File: src/rtl/mac_pkg.sv
package mac_pkg;

    localparam int DATA_W_DEF = 16;
    localparam int ACC_W_DEF  = 40;

    typedef enum logic [3:0] {
        OP_HOLD  = 4'd0,
        OP_CLR   = 4'd1,
        OP_MPY   = 4'd2,
        OP_MPYN  = 4'd3,
        OP_MAC   = 4'd4,
        OP_MSC   = 4'd5,
        OP_SQR   = 4'd6,
        OP_SQRAC = 4'd7,
        OP_DSQ   = 4'd8,
        OP_DSQAC = 4'd9,
        OP_ADD   = 4'd10,
        OP_SUB   = 4'd11,
        OP_NEG   = 4'd12
    } mac_op_e;

    typedef enum logic [1:0] {
        SRC_ZERO  = 2'd0,
        SRC_PROD  = 2'd1,
        SRC_OTHER = 2'd2,
        SRC_SELF  = 2'd3
    } addend_src_e;

    typedef struct packed {
        logic        wr;
        logic        base_self;
        addend_src_e src;
        logic        neg;
        logic        square;
        logic        diff;
        logic        clr_flag;
    } mac_ctl_t;

    function automatic mac_ctl_t decode_op(input mac_op_e code);
        mac_ctl_t c;
        c = '{wr: 1'b0, base_self: 1'b0, src: SRC_ZERO, neg: 1'b0,
              square: 1'b0, diff: 1'b0, clr_flag: 1'b0};
        case (code)
            OP_CLR:   begin c.wr = 1'b1; c.clr_flag = 1'b1; end
            OP_MPY:   begin c.wr = 1'b1; c.src = SRC_PROD; end
            OP_MPYN:  begin c.wr = 1'b1; c.src = SRC_PROD; c.neg = 1'b1; end
            OP_MAC:   begin c.wr = 1'b1; c.src = SRC_PROD; c.base_self = 1'b1; end
            OP_MSC:   begin c.wr = 1'b1; c.src = SRC_PROD; c.base_self = 1'b1; c.neg = 1'b1; end
            OP_SQR:   begin c.wr = 1'b1; c.src = SRC_PROD; c.square = 1'b1; end
            OP_SQRAC: begin c.wr = 1'b1; c.src = SRC_PROD; c.square = 1'b1; c.base_self = 1'b1; end
            OP_DSQ:   begin c.wr = 1'b1; c.src = SRC_PROD; c.diff = 1'b1; end
            OP_DSQAC: begin c.wr = 1'b1; c.src = SRC_PROD; c.diff = 1'b1; c.base_self = 1'b1; end
            OP_ADD:   begin c.wr = 1'b1; c.src = SRC_OTHER; c.base_self = 1'b1; end
            OP_SUB:   begin c.wr = 1'b1; c.src = SRC_OTHER; c.base_self = 1'b1; c.neg = 1'b1; end
            OP_NEG:   begin c.wr = 1'b1; c.src = SRC_SELF; c.neg = 1'b1; end
            default:  c.wr = 1'b0;
        endcase
        return c;
    endfunction

endpackage

File: src/rtl/mac_mult.sv
module mac_mult #(
    parameter int DATA_W = mac_pkg::DATA_W_DEF,
    parameter int ACC_W  = mac_pkg::ACC_W_DEF
) (
    input  logic [DATA_W-1:0] x,
    input  logic [DATA_W-1:0] y,
    input  logic              signed_mode,
    input  logic              frac_mode,
    input  logic              square,
    input  logic              diff,
    output logic [ACC_W-1:0]  prod
);
    localparam int MUL_W  = DATA_W + 1;
    localparam int PROD_W = 2 * MUL_W;
    localparam int EXT_W  = ACC_W - PROD_W - 1;

    logic signed [MUL_W-1:0]  ext_x, ext_y, delta, fac_a, fac_b;
    logic signed [PROD_W-1:0] raw;
    logic        [PROD_W:0]   scaled;

    always_comb begin
        ext_x = {signed_mode & x[DATA_W-1], x};
        ext_y = {signed_mode & y[DATA_W-1], y};
        // difference of two extended operands always fits MUL_W bits signed
        delta = ext_x - ext_y;
        fac_a = diff ? delta : ext_x;
        fac_b = diff ? delta : (square ? ext_x : ext_y);
        raw   = fac_a * fac_b;
        scaled = frac_mode ? {raw, 1'b0} : {raw[PROD_W-1], raw};
        prod  = {{EXT_W{scaled[PROD_W]}}, scaled};
    end
endmodule

File: src/rtl/mac_addsat.sv
module mac_addsat #(
    parameter int ACC_W = mac_pkg::ACC_W_DEF,
    parameter int SAT_W = 2 * mac_pkg::DATA_W_DEF
) (
    input  logic [ACC_W-1:0] base,
    input  logic [ACC_W-1:0] addend,
    input  logic             negate,
    input  logic             sat_en,
    output logic [ACC_W-1:0] result,
    output logic             sat_hit
);
    localparam int PAD_W = ACC_W - SAT_W + 2;
    localparam logic signed [ACC_W:0] POS_LIM = {{PAD_W{1'b0}}, {(SAT_W-1){1'b1}}};
    localparam logic signed [ACC_W:0] NEG_LIM = {{PAD_W{1'b1}}, {(SAT_W-1){1'b0}}};

    logic signed [ACC_W:0] b_ext, a_ext, sum;
    logic                  above, below;

    always_comb begin
        b_ext = {base[ACC_W-1], base};
        a_ext = {addend[ACC_W-1], addend};
        sum   = negate ? (b_ext - a_ext) : (b_ext + a_ext);
        above = sum > POS_LIM;
        below = sum < NEG_LIM;
        if (sat_en && above)      result = POS_LIM[ACC_W-1:0];
        else if (sat_en && below) result = NEG_LIM[ACC_W-1:0];
        else                      result = sum[ACC_W-1:0];
        sat_hit = sat_en & (above | below);
    end
endmodule

File: src/rtl/mac_store.sv
module mac_store #(
    parameter int DATA_W = mac_pkg::DATA_W_DEF,
    parameter int ACC_W  = mac_pkg::ACC_W_DEF
) (
    input  logic [ACC_W-1:0]  acc,
    input  logic              round_even,
    input  logic              sat_wr_en,
    output logic [DATA_W-1:0] data
);
    localparam int SAT_W = 2 * DATA_W;
    localparam int PAD_W = ACC_W - SAT_W + 2;
    localparam logic signed [ACC_W:0] POS_LIM = {{PAD_W{1'b0}}, {(SAT_W-1){1'b1}}};
    localparam logic signed [ACC_W:0] NEG_LIM = {{PAD_W{1'b1}}, {(SAT_W-1){1'b0}}};
    localparam logic [ACC_W:0]        HALF    = (ACC_W+1)'(1) << (DATA_W-1);
    localparam logic [DATA_W-1:0]     TIE     = {1'b1, {(DATA_W-1){1'b0}}};
    localparam logic [DATA_W-1:0]     MAX_W   = {1'b0, {(DATA_W-1){1'b1}}};
    localparam logic [DATA_W-1:0]     MIN_W   = {1'b1, {(DATA_W-1){1'b0}}};

    logic                  keep_even;
    logic signed [ACC_W:0] rounded;

    always_comb begin
        keep_even = round_even && (acc[DATA_W-1:0] == TIE) && !acc[DATA_W];
        rounded   = {acc[ACC_W-1], acc} + (keep_even ? '0 : HALF);
        if (sat_wr_en && (rounded > POS_LIM))      data = MAX_W;
        else if (sat_wr_en && (rounded < NEG_LIM)) data = MIN_W;
        else                                       data = rounded[SAT_W-1:DATA_W];
    end
endmodule

File: src/rtl/mac_engine.sv
module mac_engine
    import mac_pkg::*;
#(
    parameter int DATA_W = mac_pkg::DATA_W_DEF,
    parameter int ACC_W  = mac_pkg::ACC_W_DEF
) (
    input  logic              clk,
    input  logic              rst,
    input  logic [3:0]        op,
    input  logic              acc_sel,
    input  logic [DATA_W-1:0] x,
    input  logic [DATA_W-1:0] y,
    input  logic              frac_mode,
    input  logic              signed_mode,
    input  logic              round_even,
    input  logic              sat_en_a,
    input  logic              sat_en_b,
    input  logic              sat_wr_en,
    input  logic              store_sel,
    output logic [ACC_W-1:0]  acc_a,
    output logic [ACC_W-1:0]  acc_b,
    output logic              sat_flag_a,
    output logic              sat_flag_b,
    output logic [DATA_W-1:0] store_data
);
    localparam int SAT_W   = 2 * DATA_W;
    localparam int NUM_ACC = 2;

    mac_ctl_t           ctl;
    logic [ACC_W-1:0]   acc_q [NUM_ACC];
    logic               flag_q [NUM_ACC];
    logic [ACC_W-1:0]   self_v, other_v, base_v, addend_v, prod_v, sum_v, store_src;
    logic               sat_sel, hit;

    assign ctl = decode_op(mac_op_e'(op));

    always_comb begin
        self_v  = acc_sel ? acc_q[1] : acc_q[0];
        other_v = acc_sel ? acc_q[0] : acc_q[1];
        sat_sel = acc_sel ? sat_en_b : sat_en_a;
        base_v  = ctl.base_self ? self_v : '0;
        case (ctl.src)
            SRC_PROD:  addend_v = prod_v;
            SRC_OTHER: addend_v = other_v;
            SRC_SELF:  addend_v = self_v;
            default:   addend_v = '0;
        endcase
    end

    mac_mult #(.DATA_W(DATA_W), .ACC_W(ACC_W)) u_mult (
        .x(x), .y(y), .signed_mode(signed_mode), .frac_mode(frac_mode),
        .square(ctl.square), .diff(ctl.diff), .prod(prod_v)
    );

    mac_addsat #(.ACC_W(ACC_W), .SAT_W(SAT_W)) u_addsat (
        .base(base_v), .addend(addend_v), .negate(ctl.neg), .sat_en(sat_sel),
        .result(sum_v), .sat_hit(hit)
    );

    always_ff @(posedge clk) begin
        for (int i = 0; i < NUM_ACC; i++) begin
            if (rst) begin
                acc_q[i]  <= '0;
                flag_q[i] <= 1'b0;
            end else if (ctl.wr && (acc_sel == 1'(i))) begin
                acc_q[i]  <= sum_v;
                flag_q[i] <= ctl.clr_flag ? 1'b0 : (flag_q[i] | hit);
            end
        end
    end

    assign store_src = store_sel ? acc_q[1] : acc_q[0];

    mac_store #(.DATA_W(DATA_W), .ACC_W(ACC_W)) u_store (
        .acc(store_src), .round_even(round_even), .sat_wr_en(sat_wr_en),
        .data(store_data)
    );

    assign acc_a      = acc_q[0];
    assign acc_b      = acc_q[1];
    assign sat_flag_a = flag_q[0];
    assign sat_flag_b = flag_q[1];
endmodule

File: config.mk
export PLATFORM = sky130hd
export DESIGN_NAME = mac_engine
export DESIGN_NICKNAME = d
export VERILOG_FILES = /design/src/rtl/mac_pkg.sv /design/src/rtl/mac_mult.sv /design/src/rtl/mac_addsat.sv /design/src/rtl/mac_store.sv /design/src/rtl/mac_engine.sv
export SDC_FILE = /design/constraint.sdc
export NUM_CORES = 1
export LEC_CHECK = 0
export BUFFER_PORTS_ARGS = -buffer_cell sky130_fd_sc_hd__buf_2
export CAP_MARGIN = 20
export CELL_PAD_IN_SITES_DETAIL_PLACEMENT = 0
export CELL_PAD_IN_SITES_GLOBAL_PLACEMENT = 1
export CORE_UTILIZATION = 44
export CTS_CLUSTER_SIZE = 10
export DETAILED_ROUTE_END_ITERATION = 10
export PLACE_DENSITY_LB_ADDON = 0.05
export SLEW_MARGIN = 20
export SYNTH_ARGS = -nofsm -noshare
export SYNTH_HDL_FRONTEND = slang
export SYNTH_HIERARCHICAL = 1
export SYNTH_SLANG_ARGS = --single-unit
File: constraint.sdc
create_clock -name clk -period 12.45 [get_ports clk]
set_input_delay 1.8675 -clock clk [delete_from_list [all_inputs] [get_ports clk]]
set_output_delay 1.8675 -clock clk [all_outputs]
set_load 0.02 [all_outputs]
==> results of run 1 <==
## layout by cell type (no fill, tap or decap), types with 39 or more instances in the layout
cell      instances
buf_4           605
inv_1           386
fa_1            292
nor2_1          275
nand2_1         243
a21oi_1         142
buf_2           140
ha_1            127
mux2i_1         108
xnor2_1         104
and2_1          102
edfxtp_1         82
nand3_1          71
mux2_2           60
o21ai_0          58
a21o_1           51
o22a_1           39
## cell type report
| class | count | area, sq um |
|---|---|---|
| Fill cell | 4771 | 22100 |
| Inverter | 394 | 1490 |
| Clock inverter | 5 | 56.3 |
| Clock buffer | 9 | 225 |
| Multi-Input combinational cell | 2181 | 19700 |
| Timing Repair Buffer | 775 | 5750 |
| Sequential cell | 82 | 2460 |
| Tap cell | 688 | 861 |
## cell families after synthesis
kind of cell | after synthesis
compound gates | 514
xor+xnor | 143
fa+ha+maj | 441
buf+inv | 532
flops | 82
mux | 171
simple gates | 911
## repair_timing
item / 4_1_cts / 5_1_grt
hold buffers: 0 / 0
endpoints found under the setup margin: 82 / 82
setup buffers: 33 / 19
pin swaps: 43 / 52
gates cloned: 4 / 0
resized for setup: 102 / 61
hold endpoints to repair: 0 / 0
## critical path: cells and delay by family
kind | cells | cell delay (ns)
compound gates | 11 | 2.35
fa+ha+maj | 10 | 4.21
simple gates | 15 | 2.80
buf+inv | 13 | 1.42
xor+xnor | 3 | 0.43
mux | 2 | 0.60
## metal layers
layer | vias up | part of all wire [%]
li1 | 10624 | -
met1 | 10950 | 42
met2 | 575 | 50
met3 | 138 | 3.3
met4 | 0 | 4.4
met5 | - | 0
## metrics by stage
stage          instances  utilization (%)  TNS, ns
6_report            4134             58.1   -86.15
5_1_grt             4134             58.1  -117.34
4_1_cts             4117             57.3   -75.29
3_5_place_dp        4066             55.3  -157.99
3_3_place_gp        4066             55.3  -152.95
2_1_floorplan       2794                -   -34.68
## sequential cells by signal (all words and copies together), names as in the netlist
name and flops:
acc_q 80, flag_q 2
## final timing paths
path	cells past startpoint	end	slack, ns
worst max register to register	25	acc_q[0][29]	5.83
worst max-delay path	54	acc_q[0][29]	-1.21
worst min-delay path	1	flag_q[0]	0.60
worst min register to register	1	flag_q[0]	0.60
==> impl_metrics.ini, run 1 <==
[drt]
wl_per_cell_um = 19.2
viasPerCell = 5.39
num_vias = 22287
first_pass_iters = 5
ant_nets = 0
post-route-drc-count = 0
drt-total-wl_mm = 79.3
drtIter0Drc = 1253

[grt]
use_met1_pct = 37.8
grt-ovfl-total = 0
grt_max_degree = 48
grt_pass1_vias = 22935
top_usage_layer = met2
antenna_found_initial = 1
use_met2_pct = 52.7
grt.total_usage_pct = 29.8
use_met3_pct = 1.34
grt_pass1_wl_mm = 126

[final_layout]
num_antenna_cells = 0
syn_to_final_growth_pct = 30.3
finish.instance_area_sq_mm = 0.0306
drive_above_1_share_pct = 30.8
layout.nets = 3930

[setup_path]
required_ns = 12.54
cp_slowest_cell = or4_4
crit_path_start_kind = input port
r2r-start = acc_q[1][0]
max_stage_delay_ns = 0.57
critPathKind = input port to register
crit_fanout = 8
end_kind = register
cp.arrival_ns = 13.75
crit_start = x[0]
crit_top_cell = fa_1

[clock_network]
ctsHtreeMaxLevel = 3
cts_max_path_buffers = 2
cts_tree = done
cts.reportedPaths.clkPinSlew_ns = 0.06
cts-root-buf = clkbuf_16
cts_buffers = 9
cts.sinks = 82
clock_latency_ns = 0.34

[synth]
synth_seq_area_share_pct = 10.5
synth_top_family_by_area = adder cells
async_flop_share_pct = 0
synth_cell_types = 111
synth_mux_area_share_pct = 7.64
postSynthAreaPerCell_sq_um = 8.40
synth-xor-area-share_pct = 5.34
ys_top_cells_by_area = fa_1 (26%), edfxtp_1 (10%), ha_1 (7.6%), inv_1 (6.3%), mux2i_1 (4.6%)
syn-num-nets = 3281
syn_area_sq_mm = 0.0235
synth_most_common_cell = inv_1
yosys_warnings = 6
yosysTopAreaCell = fa_1
yosys.area_share.simple_pct = 18.8
synthCells = 2794
synth_compound_area_share_pct = 15.0
synth_common_cells = inv_1 (393), fa_1 (299), nor2_1 (286)
synth_edf_count = 82
ys_ff_latch = 82
synth_top_area_share_pct = 25.5
synth_top_flop_cell = edfxtp_1
yosys.area_share.adder_pct = 33.1

[timing]
tightestPinTransition_ns = 0.939
setup_viol = 82
layout_min_cycle_time_ns = 13.66
fin_crit_sh_pct = 110
setup_ws_ns = -1.21
holdWs_ns = 0.599
drv_slew = 0
grt_setup_unrepaired = true
hold_viol_final = 0
finClkSkew_ns = 0.0119
relSlewSlack_pct = 37.4
clock.fmax_mhz = 73.2

[run]
max-cap-violations = 0

[place]
hpwl_mm = 66.6
preCtsSetupSlack_ns = -2.08
dpl_cell_area_sq_mm = 0.0291
port_buffers = 143
place_congestion = 0.949

[die]
die_area_sq_mm = 0.0543
core_sq_mm = 0.0527
die_x_um = 233
pin_count = 144
num_rows = 84
fp.dieH_um = 233
floorplan.initialDensity_pct = 44.6

[outcome]
violations = negative setup slack
outcome = finished, violations left

[hold_path]
hp-class = register to register
min_from = flag_q[0]
Power of run 1 is left out: the tool's default activity adds up to more than one toggle a clock period on the data nets, which glitch-free logic cannot reach.
==> run 2, diff against run 1 <==
==> constraint.sdc (replaced) <==
create_clock -name clk -period 11.6 [get_ports clk]
set_input_delay 1.74 -clock clk [delete_from_list [all_inputs] [get_ports clk]]
set_output_delay 1.74 -clock clk [all_outputs]
set_load 0.02 [all_outputs]
==> run 2 against run 1 <==
  * The flow still finishes with violations (negative setup slack)
  * Routed wire length about the same
  * Register-to-register slack worse by 0.70 ns
  * Clock skew up 0.00058 ns
  * Worst setup slack worse by 0.54 ns
  * First-iteration DRC count down 9.6%
  * Design area up 1.7%
  * Utilization up 0.97 points
  * Die area unchanged
  * Cell count up 0.51%
  * Global-route usage up 0.14 points
  * Critical path depth down 1
  * Hold slack better by 0.012 ns
  * Critical path type unchanged
  * Critical endpoint is now acc_q[1][10]
==> impl_metrics.ini, run 2 (same netlist as run 1, synthesis figures left out) <==
[outcome]
outcome = finished, violations left
violations = negative setup slack

[clock_network]
clock_latency_ns = 0.36
cts_tree = done
cts-root-buf = clkbuf_16
cts_max_path_buffers = 2
cts.reportedPaths.clkPinSlew_ns = 0.07
cts_buffers = 9
ctsHtreeMaxLevel = 3
cts.sinks = 82

[final_layout]
drive_above_1_share_pct = 32.4
largest_reg_flops = 80
reg_top3 = acc_q x80, flag_q x2
final_cell_mix = buf_4 (618), inv_1 (384), fa_1 (290), nor2_1 (271), nand2_1 (238)
nFillCells = 4843
syn_to_final_growth_pct = 32.4
num_antenna_cells = 0
layout_commonest_cell = buf_4
layout.nets = 3950
regMostFlops = acc_q

[drt]
ant_nets = 0
num_vias = 22404
drt-total-wl_mm = 79.4
viasPerCell = 5.39
wl_per_cell_um = 19.1
first_pass_iters = 5
post-route-drc-count = 0
drtIter0Drc = 1133

[die]
die_area_sq_mm = 0.0543
fp.dieH_um = 233
die_x_um = 233
pin_count = 144
core_sq_mm = 0.0527
num_rows = 84
floorplan.initialDensity_pct = 44.6

[place]
hpwl_mm = 66.2
place_congestion = 0.960
preCtsSetupSlack_ns = -2.73
port_buffers = 143

[setup_path]
cp.arrival_ns = 13.45
end_kind = register
crit_fanout = 8
crit_top_cell = buf_4
max_stage_delay_ns = 0.58
required_ns = 11.71
crit_path_start_kind = input port
r2r_slack_ns = 5.13
critPathKind = input port to register
cp_slowest_cell = or4_4

[timing]
drv_slew = 0
setup_ws_ns = -1.74
relSlewSlack_pct = 39.8
finClkSkew_ns = 0.0124
fin_crit_sh_pct = 115
tightestPinTransition_ns = 0.903
clock.fmax_mhz = 74.9
setup_viol = 82
layout_min_cycle_time_ns = 13.34
hold_viol_final = 0
grt_setup_unrepaired = true

[grt]
grt_pass1_wl_mm = 127
grt_pass1_vias = 23348
grt-ovfl-total = 0
grt.total_usage_pct = 29.9
grt_max_degree = 56
antenna_found_initial = 0

[run]
max-cap-violations = 0

[hold_path]
hp-class = register to register
run 2: cell type report:
class                           instances  area [sq um]  share of cell area, %
Clock buffer                           10           229                  0.737
Clock inverter                          5          55.1                  0.177
Inverter                              394          1490                   4.81
Multi-Input combinational cell       2180         20000                   64.3
Sequential cell                        82          2460                   7.92
Tap cell                              688           861                   2.77
Timing Repair Buffer                  796          5990                   19.3
run 2: worst paths after layout:
path          startpoint           end  cells past startpoint
max                 x[0]  acc_q[1][10]                     53
min            flag_q[1]     flag_q[1]                      1
max reg2reg  acc_q[0][0]  acc_q[1][10]                     28
min reg2reg    flag_q[1]     flag_q[1]                      1
run 2: per-stage QoR:
| step | cells | TNS, ns | util [%] | instance area [sq um] | hold slack (ns) |
|---|---|---|---|---|---|
| 2_1_floorplan | 2794 | -90.49 | - | 23800 | 0.697 |
| 3_3_place_gp | 4090 | -212.38 | 55.8 | 29400 | 0.578 |
| 3_5_place_dp | 4090 | -214.08 | 55.8 | 29400 | 0.565 |
| 4_1_cts | 4138 | -144.00 | 57.8 | 30500 | 0.610 |
| 5_1_grt | 4155 | -166.16 | 59.0 | 31100 | 0.650 |
| 6_report | 4155 | -134.22 | 59.0 | 31100 | 0.610 |
run 2: per-layer routing:
metal | wire length [um] | GRT usage [%] | vias to the layer above
met4 | 3050 | 11.5 | 0
met3 | 2400 | 1.40 | 128
met1 | 34300 | 38.5 | 11073
li1 | - | - | 10646
met2 | 39600 | 52.7 | 557
met5 | 0 | 0 | -
run 2: timing repair:
item | in CTS | in global routing
setup endpoints to repair | 82 | 82
hold buffers | 0 | 0
gates cloned | 2 | 0
resized for setup | 119 | 110
pin swaps | 100 | 61
buffers inserted | 31 | 17
run 2: worst max-delay path: cells and delay by family:
kind	cells	cell delay, ns
fa+ha+maj	10	4.18
compound gates	16	3.24
simple gates	9	2.02
buf+inv	13	1.44
xor+xnor	4	0.55
mux	1	0.27
Power of run 2 is left out for the same reason.
